--- src/rtl/clksq_pkg.sv ---
package clksq_pkg;

    localparam int SEL_W  = 2;
    localparam int WAVE_W = 16;

    typedef enum logic [SEL_W-1:0] {
        DIV_BY1 = 2'b00,
        DIV_BY2 = 2'b01,
        DIV_BY4 = 2'b10,
        DIV_BY8 = 2'b11
    } div_code_e;

endpackage

--- src/rtl/clksq_divider.sv ---
module clksq_divider #(
    parameter int SEL_W = clksq_pkg::SEL_W
) (
    input  logic             clk,
    input  logic             rst_n,
    input  logic [SEL_W-1:0] sel_req,
    input  logic             apply,
    input  logic             bypass,
    output logic             en_o
);
    localparam int MAX_SHIFT = (1 << SEL_W) - 1;
    localparam int CNT_W     = (MAX_SHIFT > 0) ? MAX_SHIFT : 1;

    typedef struct packed {
        logic [SEL_W-1:0] sel;
        logic [CNT_W-1:0] cnt;
    } div_st_t;

    div_st_t st_d, st_q;
    logic [CNT_W-1:0] lim;
    logic             at_lim;

    always_comb begin
        st_d   = st_q;
        lim    = {CNT_W{1'b1}} >> (MAX_SHIFT - int'(st_q.sel));
        at_lim = (st_q.cnt == lim);
        if (at_lim) begin
            st_d.cnt = '0;
        end else begin
            st_d.cnt = st_q.cnt + 1'b1;
        end
        if (apply) begin
            st_d.sel = sel_req;
            st_d.cnt = '0;
        end
        en_o = bypass | at_lim;
    end

    always_ff @(posedge clk) begin
        if (!rst_n) begin
            st_q <= '0;
        end else begin
            st_q <= st_d;
        end
    end

    // the strobe restarts the count and loads the requested code
    assert_strobe_restart_R3: assert property (@(posedge clk) disable iff (!rst_n)
        apply |=> (st_q.cnt == '0) && (st_q.sel == $past(sel_req)));

    // without a strobe the active divisor holds
    assert_sel_held_R3: assert property (@(posedge clk) disable iff (!rst_n)
        !apply |=> $stable(st_q.sel));

    // the count never passes the limit of the active divisor
    assert_cnt_in_range_R2: assert property (@(posedge clk) disable iff (!rst_n)
        st_q.cnt <= lim);

endmodule

--- src/rtl/clksq_squasher.sv ---
module clksq_squasher #(
    parameter int WAVE_W = clksq_pkg::WAVE_W
) (
    input  logic              clk,
    input  logic              rst_n,
    input  logic              in_en,
    input  logic [WAVE_W-1:0] wave_in,
    input  logic              wave_load,
    input  logic              bypass,
    output logic              en_o
);
    localparam int PTR_W = (WAVE_W > 1) ? $clog2(WAVE_W) : 1;
    localparam logic [PTR_W-1:0] LAST = PTR_W'(WAVE_W - 1);

    typedef struct packed {
        logic [WAVE_W-1:0] wave;
        logic [WAVE_W-1:0] pend;
        logic              pend_vld;
        logic [PTR_W-1:0]  ptr;
    } sq_st_t;

    sq_st_t st_d, st_q;
    logic [WAVE_W-1:0] wave_rev;
    logic              load_ok;
    logic              wrap;

    // Reverse the pattern so pointer 0 addresses the top bit
    for (genvar i = 0; i < WAVE_W; i++) begin : g_rev
        assign wave_rev[i] = st_q.wave[WAVE_W-1-i];
    end

    always_comb begin
        st_d    = st_q;
        load_ok = wave_load && (wave_in != '0);
        wrap    = in_en && (st_q.ptr == LAST);
        if (load_ok) begin
            st_d.pend     = wave_in;
            st_d.pend_vld = 1'b1;
        end
        if (in_en) begin
            st_d.ptr = st_q.ptr + 1'b1;
        end
        if (wrap && st_q.pend_vld) begin
            st_d.wave = st_q.pend;
            if (!load_ok) begin
                st_d.pend_vld = 1'b0;
            end
        end
        en_o = in_en && (bypass || wave_rev[st_q.ptr]);
    end

    always_ff @(posedge clk) begin
        if (!rst_n) begin
            st_q.wave     <= '1;
            st_q.pend     <= '1;
            st_q.pend_vld <= 1'b0;
            st_q.ptr      <= '0;
        end else begin
            st_q <= st_d;
        end
    end

    // the pattern in use changes only at a pointer wrap
    assert_swap_at_wrap_R6: assert property (@(posedge clk) disable iff (!rst_n)
        !(in_en && (st_q.ptr == LAST)) |=> $stable(st_q.wave));

    // the pattern in use is never all zero
    assert_wave_nonzero_R7: assert property (@(posedge clk) disable iff (!rst_n)
        st_q.wave != '0);

    // the pointer steps only on an incoming enable
    assert_ptr_hold_R4: assert property (@(posedge clk) disable iff (!rst_n)
        !in_en |=> $stable(st_q.ptr));

    // no output pulse without an input pulse
    assert_no_spurious_R9: assert property (@(posedge clk) disable iff (!rst_n)
        en_o |-> in_en);

endmodule

--- src/rtl/clksq_halver.sv ---
module clksq_halver (
    input  logic clk,
    input  logic rst_n,
    input  logic in_en,
    output logic en_o,
    output logic half_o
);
    logic tog_d, tog_q;

    always_comb begin
        tog_d  = tog_q ^ in_en;
        en_o   = in_en & tog_q;
        half_o = tog_q;
    end

    always_ff @(posedge clk) begin
        if (!rst_n) begin
            tog_q <= 1'b0;
        end else begin
            tog_q <= tog_d;
        end
    end

    // every incoming pulse flips the toggle
    assert_toggle_flip_R10: assert property (@(posedge clk) disable iff (!rst_n)
        in_en |=> (tog_q != $past(tog_q)));

    // idle cycles leave the toggle alone
    assert_toggle_hold_R10: assert property (@(posedge clk) disable iff (!rst_n)
        !in_en |=> $stable(tog_q));

endmodule

--- src/rtl/clk_squash_chain.sv ---
module clk_squash_chain #(
    parameter int SEL_W  = clksq_pkg::SEL_W,
    parameter int WAVE_W = clksq_pkg::WAVE_W
) (
    input  logic              clk,
    input  logic              rst_n,
    input  logic [SEL_W-1:0]  div_sel,
    input  logic              div_bypass,
    input  logic              vblank_start,
    input  logic [WAVE_W-1:0] wave_in,
    input  logic              wave_load,
    input  logic              sq_bypass,
    output logic              div_en,
    output logic              sq_en,
    output logic              half_en,
    output logic              half_clk
);
    clksq_divider #(.SEL_W(SEL_W)) u_div (
        .clk     (clk),
        .rst_n   (rst_n),
        .sel_req (div_sel),
        .apply   (vblank_start),
        .bypass  (div_bypass),
        .en_o    (div_en)
    );

    clksq_squasher #(.WAVE_W(WAVE_W)) u_sq (
        .clk       (clk),
        .rst_n     (rst_n),
        .in_en     (div_en),
        .wave_in   (wave_in),
        .wave_load (wave_load),
        .bypass    (sq_bypass),
        .en_o      (sq_en)
    );

    clksq_halver u_half (
        .clk    (clk),
        .rst_n  (rst_n),
        .in_en  (sq_en),
        .en_o   (half_en),
        .half_o (half_clk)
    );

    // the final enable is a subset of the squasher enable
    assert_half_subset_R10: assert property (@(posedge clk) disable iff (!rst_n)
        half_en |-> sq_en);

endmodule

--- config.mk ---
export PLATFORM = sky130hd
export DESIGN_NAME = clk_squash_chain
export DESIGN_NICKNAME = d
export VERILOG_FILES = /design/src/rtl/clksq_pkg.sv /design/src/rtl/clksq_divider.sv /design/src/rtl/clksq_squasher.sv /design/src/rtl/clksq_halver.sv /design/src/rtl/clk_squash_chain.sv
export SDC_FILE = /design/constraint.sdc
export NUM_CORES = 1
export LEC_CHECK = 0
export BUFFER_PORTS_ARGS = -buffer_cell sky130_fd_sc_hd__buf_4
export CAP_MARGIN = 30
export CORE_AREA = 2 2 62 64
export DETAILED_ROUTE_END_ITERATION = 7
export DIE_AREA = 0 0 64 66
export PLACE_DENSITY = 0.76
export SYNTH_ARGS = -nofsm -noshare
export SYNTH_HDL_FRONTEND = slang
export SYNTH_SLANG_ARGS = --single-unit
--- constraint.sdc ---
create_clock -name clk -period 2.9 [get_ports clk]
set_input_delay 0.145 -clock clk [delete_from_list [all_inputs] [get_ports clk]]
set_output_delay 0.145 -clock clk [all_outputs]
set_load 0.005 [all_outputs]
# ---- Word level (Yosys, flattened, before mapping)
# Cells that the tools add are included.
# W data, S select, Z words.
dict set report totals {
  out_inout_bits 4
  register_bits 43
}
dict set report classes {
  n_reduce_logical 7
  eq_ne 2
  n_bitwise 4
  shift 1
  muxes 5
  n_addsub 3
  order_cmp 1
}
# operator count
set op_table {}
lappend op_table {{$shr A3 B32 Y3 const A} 1}
lappend op_table {{$reduce_bool A16 Y1} 1}
lappend op_table {{$lt A4 B5 Y1 const B} 1}
lappend op_table {{$add A4 B1 Y4 const B} 1}
lappend op_table {{$bmux W1 S4} 1}
lappend op_table {{$eq A4 B4 Y1 const B} 1}
lappend op_table {{$logic_and A1 B1 Y1} 4}
lappend op_table {{$mux W1} 4}
lappend op_table {{$add A3 B1 Y3 const B} 1}
lappend op_table {{$eq A3 B3 Y1} 1}
lappend op_table {{$reduce_or A3 Y1} 1}
lappend op_table {{$sub A2 B2 Y3 const A} 1}
lappend op_table {{$and A1 B1 Y1} 1}
lappend op_table {{$logic_or A1 B1 Y1} 1}
lappend op_table {{$not A1 Y1} 1}
lappend op_table {{$or A1 B1 Y1} 1}
lappend op_table {{$xor A1 B1 Y1} 1}

# ---- Depth between registers and ports, before layout
dict set report logic_depth {
  ltp_word 7
  depth_mapped 8
  ltp_nobuf 6
}

# ---- Cells and area by module
# A second synthesis with hierarchy kept.
dict set report unflattened {
  hier_cells 213
  area_unflattened_um2 1820.5
}
# module n_inst seq_area_each_um2 cells_each area_per_inst_um2
set modules_own_cells {}
lappend modules_own_cells {clksq_squasher 1 740.7 188 1549.0}
lappend modules_own_cells {clksq_divider 1 100.1 22 232.7}
lappend modules_own_cells {clksq_halver 1 20.0 3 38.8}

# ---- Worst setup path before layout
# No wires, ideal clock.
dict set report synth_timing {
  kind {flip-flop to flip-flop}
  from {register u_sq.st_q[0] (netlist name)}
  to {register u_half.tog_q, in the netlist u_half.half_o}
  n_path_buf 1
  setup_time_ns 0.115
  t_arrival_ns 2.160
  slack_ns 0.625
  path_stages_with_launch 8
  required_time_ns 2.785
  path_cell_list {dfxtp_1 -> clkbuf_1 -> mux4_2 -> nor2b_1 -> a2111oi_0 -> a311oi_1 -> ha_1 -> and2_1}
}
dict set report synth_via {
  elab_chain_len 5
}
# item line
set synth_lines {}
lappend synth_lines {{start, declared} clksq_squasher.sv:22} ;# sq_st_t st_d, st_q;
lappend synth_lines {{start signal, assigned} clksq_squasher.sv:59} ;# st_q <= st_d;
lappend synth_lines {{$bmux W1 S4} clksq_squasher.sv:49} ;# en_o = in_en && (bypass || wave_rev[st_q.ptr]);
lappend synth_lines {{$mux W1 (implied by the code)} clksq_squasher.sv:49}
lappend synth_lines {{$logic_or A1 B1 Y1} clksq_squasher.sv:49}
lappend synth_lines {{$logic_and A1 B1 Y1} clksq_squasher.sv:49}
lappend synth_lines {{via sq_en} clk_squash_chain.sv:14} ;# output logic sq_en,
lappend synth_lines {{$xor A1 B1 Y1} clksq_halver.sv:11} ;# tog_d = tog_q ^ in_en;
lappend synth_lines {{via u_half.tog_d} clksq_halver.sv:8} ;# logic tog_d, tog_q;
lappend synth_lines {{end signal, assigned} clksq_halver.sv:20} ;# tog_q <= tog_d;
lappend synth_lines {{end, declared} clksq_halver.sv:8}
# The timed path passes the listed nets, and every way through them passes these cells. The select of a mux whose other input is x is not followed.
# A chain may end at the register's enable or synchronous reset.

# ---- Worst setup path after layout
dict set report layout_timing {
  from {register u_sq.st_q[0] (netlist name)}
  to {output port half_en}
}
dict set report layout_via {
  elab_chain_len 5
}
# item line
set layout_lines {}
lappend layout_lines {{$bmux W1 S4} clksq_squasher.sv:49}
lappend layout_lines {{$mux W1 (implied by the code)} clksq_squasher.sv:49}
lappend layout_lines {{$logic_or A1 B1 Y1} clksq_squasher.sv:49}
lappend layout_lines {{$logic_and A1 B1 Y1} clksq_squasher.sv:49}
lappend layout_lines {{$and A1 B1 Y1} clksq_halver.sv:12} ;# en_o = in_en & tog_q;
lappend layout_lines {{end, declared} clk_squash_chain.sv:15} ;# output logic half_en,
# No other way between the ends. The select of a mux whose other input is x is not followed.

==> results_tabular.tex <==
\begin{tabular}{lr}
\hline
Metric & Value \\
\hline
\multicolumn{2}{l}{\textbf{Run status}} \\
Outcome & completed \\
\multicolumn{2}{l}{\textbf{GRT}} \\
Overall track demand over capacity in global routing & about a fifth \\
Maximum number of pins on one net before global-route repair & between 40 and 50 \\
Initial antenna violation count & 0 \\
Total global routing overflow & 0 \\
Via count of the first global-routing pass & roughly 1.4k \\
Global-route wire length before repair & between 6 and 7 mm \\
\multicolumn{2}{l}{\textbf{Synthesis}} \\
Largest family of logic cells by synthesized area & simple AND/OR/NAND/NOR gates \\
Post-synthesis mux area share & 12.2\% \\
Share of the synthesized netlist area taken by xor and xnor gates & roughly 1.4\% \\
List of most frequent post-synthesis cells & sky130\_fd\_sc\_hd\_\_nand2\_1 (45), sky130\_fd\_sc\_hd\_\_dfxtp\_1 (43), sky130\_fd\_sc\_hd\_\_a21o\_1 (16), sky130\_fd\_sc\_hd\_\_o31ai\_1 (16), sky130\_fd\_sc\_hd\_\_mux2i\_1 (14) \\
Most frequently used flop master after synthesis & sky130\_fd\_sc\_hd\_\_dfxtp\_1 \\
Area share of the largest cell type after synthesis & around 45\% \\
Syn\_area\_per\_cell & between 9 and 10 um2 \\
Yosys warnings & 0 \\
Post-synth top area cell & sky130\_fd\_sc\_hd\_\_dfxtp\_1 \\
Async set-reset flop share out of synthesis & 0\% \\
Dominant cell by count in the synthesized netlist & sky130\_fd\_sc\_hd\_\_nand2\_1 \\
Count of distinct cell types in the synthesized netlist & 31 \\
Area share of and/or/nand/nor cells after synthesis & around 18\% \\
Flip-flop and latch count after synthesis & 43 \\
Sequential share of the synthesized area & between 40\% and 50\% \\
Synth area leaders & sky130\_fd\_sc\_hd\_\_dfxtp\_1 (45\%), sky130\_fd\_sc\_hd\_\_nand2\_1 (8.9\%), sky130\_fd\_sc\_hd\_\_mux2i\_1 (7.4\%), sky130\_fd\_sc\_hd\_\_a21o\_1 (6.3\%), sky130\_fd\_sc\_hd\_\_o31ai\_1 (6.3\%) \\
Synthesized net count & approximately 230 \\
Synth Cell Area & roughly 1900 um2 \\
Number of enable flip-flop cells after synthesis & 0 \\
Cell count after synthesis & $\sim$200 \\
Fraction of the mapped netlist area in adder cells & under 10\% \\
Area fraction in compound gates after synthesis & roughly 16\% \\
\multicolumn{2}{l}{\textbf{Setup path}} \\
Critical path class & flop to primary output \\
Crit path max fanout & 7 \\
CP Launch Type & flop \\
Nature of the critical path endpoint & primary output \\
Worst Path Required & around 2.8 ns \\
Worst Path Arrival & 2.42 ns \\
\multicolumn{2}{l}{\textbf{Cells and area}} \\
Final-stage net count & between 200 and 300 \\
Final cell count without fillers & 278 \\
Antenna diode instance count & 0 \\
Layout area overhead & 17.1\% \\
Fraction of layout cells with a size suffix above 1 & between 10\% and 20\% \\
Number of filler instances in the final layout & 308 \\
Final instance area & approximately 2200 um2 \\
\multicolumn{2}{l}{\textbf{Job}} \\
MaxCap Viol Count & 0 \\
\multicolumn{2}{l}{\textbf{Timing}} \\
TNS Setup & 0 ns \\
Worst Skew & around 0.0052 ns \\
Number of setup violations in the final report & 0 \\
Hold slack & 0.0150 ns \\
Max Slew Vio Count & 0 \\
Actual transition at the worst max-transition pin & between 0.7 and 0.8 ns \\
RSZ-0062 raised after global routing & no \\
Worst path setup slack after routing & approximately 0.34 ns \\
Max frequency & 391 MHz \\
Final Hold Vio Count & 0 \\
Final critical-path share of the clock period & about nine tenths \\
Tmin final & between 2 and 3 ns \\
Slew headroom & between 50\% and 60\% \\
\multicolumn{2}{l}{\textbf{Pwr}} \\
Fraction of power consumed by sequential logic & 60.5\% \\
Switching power as a share of total power & between 20 and 30\% \\
Share of power burned in combinational logic & $\sim$14\% \\
Pwr Density & between 400 and 500 nW/um2 \\
Leak & 0.897 nW \\
Peak supply drop & between 300 and 400 uV \\
Net Switching & $\sim$270 uW \\
Clock Power Share & between 20 and 30\% \\
Internal & 793 uW \\
\multicolumn{2}{l}{\textbf{Place}} \\
Port Buffer Count & 27 \\
DP Area & $\sim$2100 um2 \\
DP Wirelength & approximately 2.4 mm \\
Number of placed cells counting well taps & 263 \\
Routability congestion estimate from global placement & 0.773 \\
Worst slack after detailed placement & 0.624 ns \\
\multicolumn{2}{l}{\textbf{Die}} \\
Starting density of the core & 53.3\% \\
Number of cell rows & 22 \\
Number of top-level design ports & 28 \\
Vertical extent of the die & around 66 um \\
Die ar. & roughly 4200 um2 \\
Core ar. & between 3000 and 4000 um2 \\
Die Width & 64 um \\
\multicolumn{2}{l}{\textbf{Route}} \\
Number of detailed-route iterations in the first pass & 4 \\
Via count & between 1.5k and 2k \\
DRC viols & 0 \\
Per-cell via count in the routed design & about 5.4 \\
Wire per inst & 12.2 um \\
Final ANT Viol Nets & 0 \\
Drt initial violations & just over 80 \\
Wire length reported by the detailed router & between 3 and 4 mm \\
\multicolumn{2}{l}{\textbf{Clock tree}} \\
Clock slew seen by the registers of the worst setup and hold paths & between 0.1 and 0.15 ns \\
Clock insertion delay at the later pin of the skew report & about 0.34 ns \\
Post-CTS setup buffer count & 0 \\
Clock tree from TritonCTS & built \\
Maximum level of the CTS H-tree & 2 \\
Count of clock tree sinks & 43 \\
Largest buffer count on any clock path & 2 \\
Number of buffers added by the clock tree synthesis step & 5 \\
CTS root buf & sky130\_fd\_sc\_hd\_\_clkbuf\_4 \\
\multicolumn{2}{l}{\textbf{Worst hold path}} \\
Class of the most critical hold timing path & input port to flop \\
\hline
\end{tabular}
-- path summary, 6_finish.rpt --
kind	slack (ns)	depth (start not counted)	startpoint	end
setup / recovery	0.34	6	u_sq.st_q[0]	half_en
hold reg to reg	0.47	1	u_sq.st_q[23]	u_sq.st_q[23]
hold / removal	0.01	3	wave_in[0]	u_sq.st_q[5]
setup reg to reg	0.63	6	u_sq.st_q[0]	u_half.half_o
-- layout by cell type (no fill, tap or decap), types with 2 or more instances in the layout --
master                           n
sky130_fd_sc_hd__dlygate4sd3_1   7
sky130_fd_sc_hd__a21o_1         16
sky130_fd_sc_hd__clkbuf_4        5
sky130_fd_sc_hd__nand3_1         9
sky130_fd_sc_hd__and2_1          2
sky130_fd_sc_hd__clkbuf_1        2
sky130_fd_sc_hd__mux4_2          4
sky130_fd_sc_hd__dfxtp_1        43
sky130_fd_sc_hd__nor2_1          4
sky130_fd_sc_hd__inv_1           3
sky130_fd_sc_hd__ha_1            3
sky130_fd_sc_hd__nor4_1          4
sky130_fd_sc_hd__o21ai_0         2
sky130_fd_sc_hd__nor2b_1         3
sky130_fd_sc_hd__nand2_1        45
sky130_fd_sc_hd__buf_4          30
sky130_fd_sc_hd__a21boi_0        3
sky130_fd_sc_hd__xnor2_1         3
sky130_fd_sc_hd__o31ai_1        16
sky130_fd_sc_hd__mux2i_1        14
-- layout make-up --
| class | instances | area [um2] | area share (%) |
|---|---|---|---|
| inverter | 3 | 11.3 | 0.508 |
| sequential | 43 | 861 | 38.8 |
| clock buffer | 7 | 45.0 | 2.03 |
| timing repair buffer | 37 | 295 | 13.3 |
| tap | 48 | 60.1 | 2.71 |
| clock inverter | 1 | 5.00 | 0.226 |
| multi-input combinational | 139 | 941 | 42.4 |
-- worst max-delay path: stages (launching register included) --
cell and delay [ns]:
sky130_fd_sc_hd__dfxtp_1 0.54, sky130_fd_sc_hd__mux4_2 0.54, sky130_fd_sc_hd__nor2b_1 0.14, sky130_fd_sc_hd__a2111oi_0 0.39
sky130_fd_sc_hd__a311oi_1 0.12, sky130_fd_sc_hd__ha_1 0.22, sky130_fd_sc_hd__buf_4 0.13
-- cell families (layout without fill, tap and decap cells) --
group | after synthesis | in the layout
adder cells (fa/ha/maj) | 3 | 3
AND/OR/NAND/NOR | 74 | 74
buffers and inverters | 20 | 48
multiplexers | 18 | 18
flip-flops | 43 | 43
AO/OA/AOI/OAI | 41 | 41
XOR/XNOR | 3 | 3
-- metrics by stage --
stage	total power, mW	utilization, %
after floorplan	0.744	-
after global placement	0.796	59.1
after detailed placement	0.801	59.1
after CTS	1.08	62.5
after global routing	1.12	62.5
final	1.06	62.5
-- what timing repair did --
item / in CTS / in global routing
hold endpoints to repair: 7 / 0
setup endpoints to repair: 0 / 0
hold buffers: 7 / 0
gates resized for setup: 0 / 0
-- sequential cells by signal, indices dropped and copies added, names as in the netlist --
signal,count
u_sq.st_q,37
u_half.half_o,1
u_div.st_q,5
-- power by group through the flow --
stage	clock network [mW]	registers (mW)	logic, mW
after floorplan	0	0.645	0.0996
final	0.269	0.642	0.151
after global routing	0.304	0.647	0.172
after CTS	0.282	0.643	0.153
after detailed placement	0	0.656	0.145
after global placement	0	0.654	0.142
-- metal layers --
layer	wire length (um)	GRT usage, %
met1	1620	22.8
met2	1550	31.1
met3	184	5.62
met4	44	7.34
met5	0	0
Note: power is estimated with default switching activity, not from simulation.
